--- config.mk ---
export PLATFORM = sky130hd
export DESIGN_NAME = phy_strap_ctl
export DESIGN_NICKNAME = d
export VERILOG_FILES = /design/src/rtl/phy_strap_ctl.sv
export SDC_FILE = /design/constraint.sdc
export NUM_CORES = 1
export LEC_CHECK = 0
export BUFFER_PORTS_ARGS = -buffer_cell sky130_fd_sc_hd__buf_2
export CORE_MARGIN = 2
export CORE_UTILIZATION = 40
export DETAILED_ROUTE_END_ITERATION = 8
export PLACE_DENSITY = 0.78
export SLEW_MARGIN = 5
export SYNTH_ARGS = -nofsm -noshare
export SYNTH_HDL_FRONTEND = slang
export SYNTH_SLANG_ARGS = --single-unit
--- constraint.sdc ---
create_clock -name clk -period 1.26 [get_ports clk]
set_input_delay 0.252 -clock clk [delete_from_list [all_inputs] [get_ports clk]]
set_output_delay 0.252 -clock clk [all_outputs]
set_load 0.1 [all_outputs]
--- src/rtl/phy_strap_ctl.sv ---
module phy_strap_ctl #(
  parameter int SYNC_STAGES = 2,
  parameter int NIB_W = 4
) (
  input  logic             clk,
  input  logic             rst_n,
  input  logic             link_in,
  input  logic [NIB_W-1:0] rxd,
  input  logic             rx_dv,
  input  logic             rx_er,
  input  logic             cfg_half,
  input  logic             cfg_nopause,
  input  logic             cfg_10m,
  input  logic             cfg_neg,
  input  logic             cfg_init_done,
  input  logic [NIB_W-1:0] txd_in,
  input  logic             tx_en,
  input  logic             tx_er,
  output logic             st_full,
  output logic             st_pause,
  output logic             st_100,
  output logic [NIB_W-1:0] txd_out,
  output logic             reneg_n
);

  localparam int PIPE_W = NIB_W + 2;
  localparam int PIPE_D = SYNC_STAGES + 1;

  logic [SYNC_STAGES-1:0] link_sr;
  logic                   link_q, link_prev, link_rise;
  logic [PIPE_W-1:0]      rx_pipe [PIPE_D];
  logic [PIPE_W-1:0]      rx_old;
  logic                   neg_prev, neg_rise, hold;
  logic                   adv;

  always_ff @(posedge clk or negedge rst_n) begin
    if (!rst_n) begin
      link_sr   <= '0;
      link_prev <= 1'b0;
    end else begin
      link_sr   <= {link_sr[SYNC_STAGES-2:0], link_in};
      link_prev <= link_q;
    end
  end

  assign link_q    = link_sr[SYNC_STAGES-1];
  assign link_rise = link_q & ~link_prev;

  always_ff @(posedge clk or negedge rst_n) begin
    if (!rst_n) begin
      for (int i = 0; i < PIPE_D; i++) rx_pipe[i] <= '0;
    end else begin
      rx_pipe[0] <= {rx_er, rx_dv, rxd};
      for (int i = 1; i < PIPE_D; i++) rx_pipe[i] <= rx_pipe[i-1];
    end
  end

  assign rx_old = rx_pipe[PIPE_D-1];

  always_ff @(posedge clk or negedge rst_n) begin
    if (!rst_n) begin
      st_full  <= 1'b0;
      st_pause <= 1'b0;
      st_100   <= 1'b0;
    end else if (link_rise && !rx_old[NIB_W] && !rx_old[NIB_W+1]) begin
      st_full  <= rx_old[0];
      st_pause <= rx_old[1];
      st_100   <= rx_old[2];
    end
  end

  assign adv     = !tx_en && !tx_er && !link_q;
  assign txd_out = adv ? {{(NIB_W-3){1'b0}}, ~cfg_10m, ~cfg_nopause, ~cfg_half} : txd_in;

  assign neg_rise = cfg_neg & ~neg_prev;

  always_ff @(posedge clk or negedge rst_n) begin
    if (!rst_n) begin
      neg_prev <= 1'b0;
      hold     <= 1'b0;
    end else begin
      neg_prev <= cfg_neg;
      if (neg_rise)             hold <= 1'b1;
      else if (hold && !link_q) hold <= 1'b0;
    end
  end

  assign reneg_n = cfg_init_done & ~hold;

endmodule


==> run_results.csv, run 1 <==
group,metric,value,unit
synthesis,synth.largest_area_cell,"dfrtp_1",
place,dp_slack,-0.2359,ns
timing,finalHoldViolCount,0,
cts,clk_latency,0.29,ns
worst_setup_path,crit_path_start_kind,"flop",
power_and_ir_drop,p_clk_share,18.4,%
final_layout,layout_commonest_cell,"dfrtp_1",
power_and_ir_drop,power_frac_seq,49.6,%
final_layout,nets,100,
power_and_ir_drop,p_int,1130,uW
synthesis,ys_seq_elements,23,
power_and_ir_drop,p_sw_share,32.41,%
drt,via_per_inst,4.750,
cts,clk_pin_slew,0.11,ns
timing,clock.fmax,566.6,MHz
cts,cts_sinks,23,
timing,setup_tns,-2.046,ns
cts,htree_levels,1,
floorplan,pin_count,28,
synthesis,syn_area_per_cell,18.00,sq um
power_and_ir_drop,p_sw,541.9,uW
floorplan,die-area,2106,sq um
power_and_ir_drop,ir_worst_vdd,1.102,mV
timing,slew_viol_final,0,
grt,grt_pass1_wl,1849,um
final_layout,final_core_util,67.85,%
timing,whs,0.05508,ns
place,dp_hpwl,931.4,um
grt,grt_use_total,13.21,%
min_path,hold_path.class,"in2reg",
floorplan,die_w,45.89,um
synthesis,synth_compound_area_share,6.061,%
timing,period_share,140.1,%
synthesis,synth_mux_area_share,4.813,%
synthesis,syn_inst,39,
synthesis,synth_cell_types,10,
cts,cts_buffers,3,
synthesis,synthTopCellsByArea,"dfrtp_1, mux2_2, nor4b_4",
cts,cts_tree,"done",
timing,relSlewSlack,68.88,%
drt,via_count,456,
final_layout,drive_gt1_share,62.03,%
timing,rsz0062_at_grt,"yes",
worst_setup_path,crit_path_max_fanout,3,
worst_setup_path,crit_type,"reg2out",
cts,root_buffer,"clkbuf_4",
synthesis,synth_top_family_by_area,"simple AND/OR/NAND/NOR gates",
final_layout,final_cells,96,
place,portBuffers,26,
worst_setup_path,cp.arrival,1.51,ns
drt,drt_wl_total,1228,um
floorplan,initial_utilization,41.56,%
synthesis,synthAdderAreaFrac,0,%
floorplan,core-area,1689,sq um
drt,wl_per_cell,12.79,um
synthesis,ys_warn_count,0,
drt,remaining_drc_errors,0,
drt,detail-route-antenna-nets,0,
floorplan,rows,15,
synthesis,synth_top_area_share,82.00,%
worst_setup_path,cp-end-kind,"output port",
synthesis,syn-cell-area,701.9,sq um
place,gp_congestion,0.5652,
synthesis,syn-num-nets,59,
drt,drtIter0Drc,1,
final_layout,diodes,0,
timing,tightest_slew,0.4668,ns
run_status,violations,"negative setup slack",
synthesis,yosys.area_share.xor_xnor,0,%
grt,grt_pass1_vias,469,
drt,firstDrtPassIters,3,
grt,grt_max_degree,24,
final_layout,final_cell_mix,"dfrtp_1, buf_2, buf_12, buf_4",
timing,final.min_clock_period,1.765,ns
job,cap_viol_max_count,0,
timing,finalSetupViolCount,8,
synthesis,synth_simple_gate_area_share,6.595,%
grt,overflow,0,
timing,worst_slack,-0.5048,ns
power_and_ir_drop,p_leak,0.0005447,uW
power_and_ir_drop,power.density,1459,nW/um^2
final_layout,area_delta_synth_final,63.28,%
worst_setup_path,worstPathRequired,1.01,ns
floorplan,die_h,45.89,um
power_and_ir_drop,p_comb_share,32.0,%
cts,clockBufferDepth,2,
synthesis,ys_seq_area_share,82.00,%
grt,antenna_found_initial,0,
run_status,status,"complete, but fails checks",
timing,skew,0.0004874,ns
place,placedCellCount,90,
## cells in the mapped netlist, drive strengths merged
library cell / number
and2: 1
dfrtp: 23
inv: 1
mux2: 3
nand2: 1
nor2b: 1
nor4b: 1
o21ai: 4
o31ai: 3
or3: 1
## layer usage
metal	GRT usage, %	up-vias	routed length [um]
met5	0	-	0
met4	6.857	0	6
met3	4.762	2	109
met2	25.00	23	692
met1	11.76	218	418
li1	-	213	-
## cells by family after synthesis
logic type	count (synthesis)
muxes	3
buffers and inverters	1
AOI/OAI and AO/OA	7
and+or+nand+nor	5
DFF	23
## power groups by stage
stage	clock (uW)	combinational [uW]	sequential [uW]
6_report	308	535	829
5_1_grt	360	552	836
3_3_place_gp	0	502	840
4_1_cts	330	522	830
3_5_place_dp	0	510	845
2_1_floorplan	0	140	986
## layout make-up
| class | instances | area (sq um) |
|---|---|---|
| sequential | 23 | 575.6 |
| timing repair buffer | 36 | 331.6 |
| tap | 17 | 21.27 |
| fill | 125 | 543.0 |
| inverter | 1 | 3.754 |
| clock buffer | 4 | 26.28 |
| multi-input combinational | 15 | 187.7 |
## timing repair
action | 4_1_cts | 5_1_grt
resized for setup | 6 | 4
pin swaps | 1 | 0
endpoints found under the hold margin | 23 | 0
setup endpoints to repair | 5 | 8
buffers inserted | 0 | 1
hold buffers | 1 | 0
## per-stage QoR
stage | power [uW] | instance area, sq um
floorplan | 1126 | 749.5
global placement | 1342 | 1066
detailed placement | 1354 | 1066
CTS | 1683 | 1126
global route | 1748 | 1146
finish | 1672 | 1146
## worst max-delay path: stages (launching register included)
cell and delay (ns):
dfrtp_1 0.40, or3_4 0.35, buf_4 0.15, o21ai_4 0.14, buf_12 0.19
## registers in the layout (all words and copies together), names as in the netlist
register	cells
link_prev	1
st_full	1
rx_pipe	10
rx_old	5
neg_prev	1
link_sr	2
st_100	1
st_pause	1
hold	1
## worst paths after layout
path / cells after the start / startpoint / endpoint / slack (ns)
min: 1 / rxd[1] / rx_pipe[13]$_DFF_PN0_ / 0.06
max in group asynchronous: 2 / rst_n / neg_prev$_DFF_PN0_ / 0.50
min reg2reg: 0 / rx_pipe[11]$_DFF_PN0_ / rx_old[5]$_DFF_PN0_ / 0.36
max: 4 / link_sr[1]$_DFF_PN0_ / txd_out[0] / -0.50
min in group asynchronous: 2 / rst_n / rx_pipe[16]$_DFF_PN0_ / 0.44
max reg2reg: 3 / link_sr[1]$_DFF_PN0_ / st_full$_DFFE_PN0P_ / -0.02
Note: power is estimated with default switching activity, not from simulation.
==> run 2, diff against run 1 <==
- PLACE_DENSITY: 0.78 -> 0.74
==> run_results.csv, run 2 (synthesized netlist as in run 1, its figures left out) <==
group,metric,value,unit
run_status,status,"complete, but fails checks",
run_status,violations,"negative setup slack",
final_layout,stdcell_area,1141,sq um
cts,cts_buffers,3,
floorplan,initial_utilization,41.56,%
floorplan,die-area,2106,sq um
final_layout,final_cell_mix,"dfrtp_1, buf_2, buf_12",
cts,root_buffer,"clkbuf_4",
worst_setup_path,crit_path_start_kind,"flop",
final_layout,largest_reg_flops,10,
final_layout,nets,99,
final_layout,layout_commonest_cell,"dfrtp_1",
drt,via_per_inst,4.758,
timing,tightest_slew,0.4638,ns
worst_setup_path,critical-path-top-delay-family,"flip-flops",
timing,period_share,139.0,%
final_layout,final_core_util,67.56,%
worst_setup_path,critPathSlowestCell,"dfrtp_1",
power_and_ir_drop,power.density,1465,nW/um^2
final_layout,fillCellCount,125,
grt,grt_pass1_wl,1752,um
worst_setup_path,critPathBufInv,2,
power_and_ir_drop,p_leak,0.0005410,uW
floorplan,pin_count,28,
floorplan,core-area,1689,sq um
grt,grt_max_degree,24,
drt,firstDrtPassIters,2,
job,cap_viol_max_count,0,
cts,clk_pin_slew,0.10,ns
grt,grt_use_total,12.66,%
drt,remaining_drc_errors,0,
timing,skew,0.0008030,ns
floorplan,die_w,45.89,um
timing,worst_slack,-0.4918,ns
final_layout,top_register,"rx_pipe",
worst_setup_path,worstPathRequired,1.01,ns
cts,cts_sinks,23,
timing,slew_viol_final,0,
cts,cts_tree,"done",
place,gp_congestion,0.5404,
grt,grt_pass1_vias,432,
final_layout,area_delta_synth_final,62.57,%
place,portBuffers,26,
power_and_ir_drop,ir_worst_vdd,0.9207,mV
drt,via_count,452,
power_and_ir_drop,p_total,1671,uW
cts,htree_levels,1,
timing,final.min_clock_period,1.752,ns
cts,clockBufferDepth,2,
timing,finalSetupViolCount,8,
drt,detail-route-antenna-nets,0,
timing,clock.fmax,570.9,MHz
worst_setup_path,cp-end-kind,"output port",
timing,finalHoldViolCount,0,
worst_setup_path,crit_path_max_fanout,3,
grt,overflow,0,
place,placed_cell_area,1059,sq um
drt,drtIter0Drc,1,
grt,antenna_found_initial,0,
min_path,hold_path.class,"in2reg",
floorplan,die_h,45.89,um
place,dp_hpwl,899.6,um
worst_setup_path,critPathMaxStageDelay,0.39,ns
final_layout,diodes,0,
cts,clk_latency,0.29,ns
worst_setup_path,crit_type,"reg2out",
timing,relSlewSlack,69.08,%
worst_setup_path,cp.arrival,1.50,ns
floorplan,rows,15,
drt,drt_wl_total,1182,um
worst_setup_path,worstPathCellList,"or3_4, buf_6, o21ai_4, buf_12",
final_layout,drive_gt1_share,61.54,%
drt,wl_per_cell,12.44,um
timing,rsz0062_at_grt,"yes",
[run 2: cell types whose count changed in the layout (fill, tap and decap cells not counted), sizes merged]
cell / previous run / this run
buf: 35 / 34
[run 2: per-layer routing]
metal / global-route usage [%] / part of all wire [%]
met4: 10.29 / 0.85
met1: 13.75 / 39
met2: 20.83 / 53
met3: 2.778 / 6.6
met5: 0 / 0
[run 2: layout make-up]
class | count | area [sq um] | area share, %
Sequential cell | 23 | 575.6 | 50.44
Timing Repair Buffer | 35 | 327.8 | 28.73
Clock buffer | 4 | 26.28 | 2.303
Inverter | 1 | 3.754 | 0.3289
Multi-Input combinational cell | 15 | 186.4 | 16.34
Tap cell | 17 | 21.27 | 1.864
[run 2: path summary, 6_finish.rpt]
path / cells after the start / end / slack [ns] / startpoint
max in group asynchronous: 2 / rx_old[1]$_DFF_PN0_ / 0.50 / rst_n
worst max register to register: 4 / st_100$_DFFE_PN0P_ / 0 / link_sr[1]$_DFF_PN0_
worst max-delay path: 4 / txd_out[1] / -0.49 / link_sr[1]$_DFF_PN0_
min in group asynchronous: 2 / neg_prev$_DFF_PN0_ / 0.44 / rst_n
worst min-delay path: 1 / link_sr[0]$_DFF_PN0_ / 0.05 / link_in
worst min register to register: 0 / rx_old[2]$_DFF_PN0_ / 0.36 / rx_pipe[8]$_DFF_PN0_
[run 2: what timing repair did]
| item | 4_1_cts | 5_1_grt |
|---|---|---|
| pin swaps | 2 | 1 |
| hold endpoints to repair | 23 | 0 |
| setup buffers | 1 | 0 |
| hold buffers | 1 | 0 |
| gates resized for setup | 9 | 1 |
| gates cloned | 0 | 0 |
| endpoints found under the setup margin | 8 | 8 |
[run 2: where the power goes]
| group | leakage (uW) | switching [uW] | internal (uW) | total (uW) |
|---|---|---|---|---|
| clock network | 0.0000150 | 186 | 123 | 309 |
| registers | 0.000270 | 36.4 | 792 | 829 |
| logic | 0.000256 | 321 | 212 | 533 |
| total | 0.000541 | 544 | 1130 | 1670 |
[run 2: per-stage QoR]
step,TNS [ns],setup slack [ns],cells,hold WS [ns]
floorplan,-1.255,-0.3723,39,-0.04359
global placement,-0.8627,-0.2210,89,0.2271
detailed placement,-0.9231,-0.2372,89,0.2330
CTS,-2.039,-0.5303,95,0.03690
global route,-2.477,-0.5704,95,0.02361
finish,-1.898,-0.4918,95,0.05345
==> run 3, diff against run 2 <==
- RECOVER_POWER: not set -> 50
==> run_results.csv, run 3 (synthesized netlist as in run 1, its figures left out) <==
group,metric,value,unit
power_and_ir_drop,p_leak,0.0005385,uW
worst_setup_path,worstPathRequired,1.01,ns
final_layout,fillCellCount,126,
timing,slew_viol_final,0,
timing,skew,0.0008030,ns
floorplan,pin_count,28,
cts,clk_pin_slew,0.10,ns
power_and_ir_drop,p_comb_share,31.9,%
drt,wl_met1,462,um
power_and_ir_drop,power_frac_seq,49.6,%
timing,whs,0.05345,ns
power_and_ir_drop,p_int,1127,uW
timing,rsz0062_at_grt,"yes",
drt,routed.top_layer,"met4",
drt,detail-route-antenna-nets,0,
worst_setup_path,cp.arrival,1.50,ns
timing,period_share,139.0,%
floorplan,core-area,1689,sq um
cts,clk_latency,0.29,ns
final_layout,stdcell_area,1140,sq um
min_path,hold_path.class,"in2reg",
power_and_ir_drop,p_sw,544.0,uW
cts,root_buffer,"clkbuf_4",
cts,cts_tree,"done",
final_layout,top_register,"rx_pipe",
grt,grt_use_total,12.66,%
timing,tightest_slew,0.5160,ns
final_layout,drive_gt1_share,60.26,%
final_layout,layout_commonest_cell,"dfrtp_1",
grt,grt_pass1_wl,1752,um
drt,drtIter0Drc,1,
power_and_ir_drop,power.density,1466,nW/um^2
cts,cts_buffers,3,
floorplan,die_w,45.89,um
cts,cts_sinks,23,
final_layout,nets,99,
worst_setup_path,crit_path_start_kind,"flop",
grt,antenna_found_initial,0,
worst_setup_path,crit_path_max_fanout,3,
final_layout,diodes,0,
drt,drt_wl_total,1181,um
run_status,status,"complete, but fails checks",
timing,finalHoldViolCount,0,
drt,firstDrtPassIters,2,
floorplan,die-area,2106,sq um
place,dp_hpwl,899.6,um
floorplan,initial_utilization,41.56,%
place,placed_cell_area,1059,sq um
timing,relSlewSlack,65.60,%
drt,via_count,452,
place,gp_congestion,0.5404,
final_layout,final_cell_mix,"dfrtp_1, buf_2, buf_12",
power_and_ir_drop,ir_worst_vdd,0.9207,mV
final_layout,area_delta_synth_final,62.39,%
grt,grt_pass1_vias,432,
final_layout,final_core_util,67.48,%
drt,wl_met3,78,um
run_status,violations,"negative setup slack",
final_layout,largest_reg_flops,10,
job,cap_viol_max_count,0,
floorplan,rows,15,
drt,wl_met2,629,um
timing,clock.fmax,570.9,MHz
drt,via_per_inst,4.758,
grt,overflow,0,
floorplan,die_h,45.89,um
timing,worst_slack,-0.4918,ns
grt,grt_max_degree,24,
cts,htree_levels,1,
drt,remaining_drc_errors,0,
timing,finalSetupViolCount,8,
timing,final.min_clock_period,1.752,ns
power_and_ir_drop,p_clk_share,18.5,%
place,dp_slack,-0.2372,ns
place,portBuffers,26,
drt,wl_per_cell,12.43,um
power_and_ir_drop,p_sw_share,32.56,%
worst_setup_path,cp-end-kind,"output port",
cts,clockBufferDepth,2,
worst_setup_path,crit_type,"reg2out",
## run 3: cell types whose count changed in the layout (fill, tap and decap cells not counted)
cell      before  now
buf_1          0    1
buf_2         18   16
clkbuf_2       0    1
## run 3: critical path, stage by stage (launching register included)
cell	delay (ns)
dfrtp_1	0.39
or3_4	0.35
buf_6	0.14
o21ai_4	0.14
buf_12	0.19
## run 3: area by class of cell
class | instances | area [sq um] | share of cell area, %
timing repair buffer | 35 | 326.6 | 28.65
inverter | 1 | 3.754 | 0.3293
sequential | 23 | 575.6 | 50.49
clock buffer | 4 | 26.28 | 2.305
tap | 17 | 21.27 | 1.866
multi-input combinational | 15 | 186.4 | 16.36
## run 3: per-stage QoR
step                setup TNS (ns)  power [uW]  std cells
finish                      -1.898        1671         95
global placement           -0.8627        1341         89
detailed placement         -0.9231        1353         89
CTS                         -2.039        1695         95
global route                -2.477        1746         95
floorplan                   -1.255        1126         39
## run 3: per-layer routing
layer | up-vias | GRT usage [%]
met5 | - | 0
met2 | 22 | 20.83
met4 | 0 | 10.29
li1 | 211 | -
met3 | 2 | 2.778
met1 | 217 | 13.75
## run 3: final timing paths
kind                                 startpoint                   end  slack [ns]  depth (start not counted)
setup / recovery           link_sr[1]$_DFF_PN0_            txd_out[1]       -0.49                          4
hold / removal                          link_in  link_sr[0]$_DFF_PN0_        0.05                          1
setup reg to reg           link_sr[1]$_DFF_PN0_    st_100$_DFFE_PN0P_           0                          4
hold reg to reg            rx_pipe[8]$_DFF_PN0_   rx_old[2]$_DFF_PN0_        0.36                          0
max in group asynchronous                 rst_n   rx_old[1]$_DFF_PN0_        0.46                          2
min in group asynchronous                 rst_n    neg_prev$_DFF_PN0_        0.46                          2
## run 3: power by group through the flow
| stage | Sequential [uW] | Clock [uW] | Combinational [uW] |
|---|---|---|---|
| after CTS | 830 | 329 | 537 |
| after global placement | 841 | 0 | 500 |
| after floorplan | 986 | 0 | 140 |
| after detailed placement | 844 | 0 | 509 |
| after global routing | 834 | 362 | 550 |
| final | 829 | 309 | 533 |
## run 3: repair_timing
action,4_1_cts,5_1_grt
hold endpoints to repair,23,0
endpoints found under the setup margin,8,8
resized for setup,9,1
pin swaps,2,1
hold buffers,1,0
setup buffers,1,0
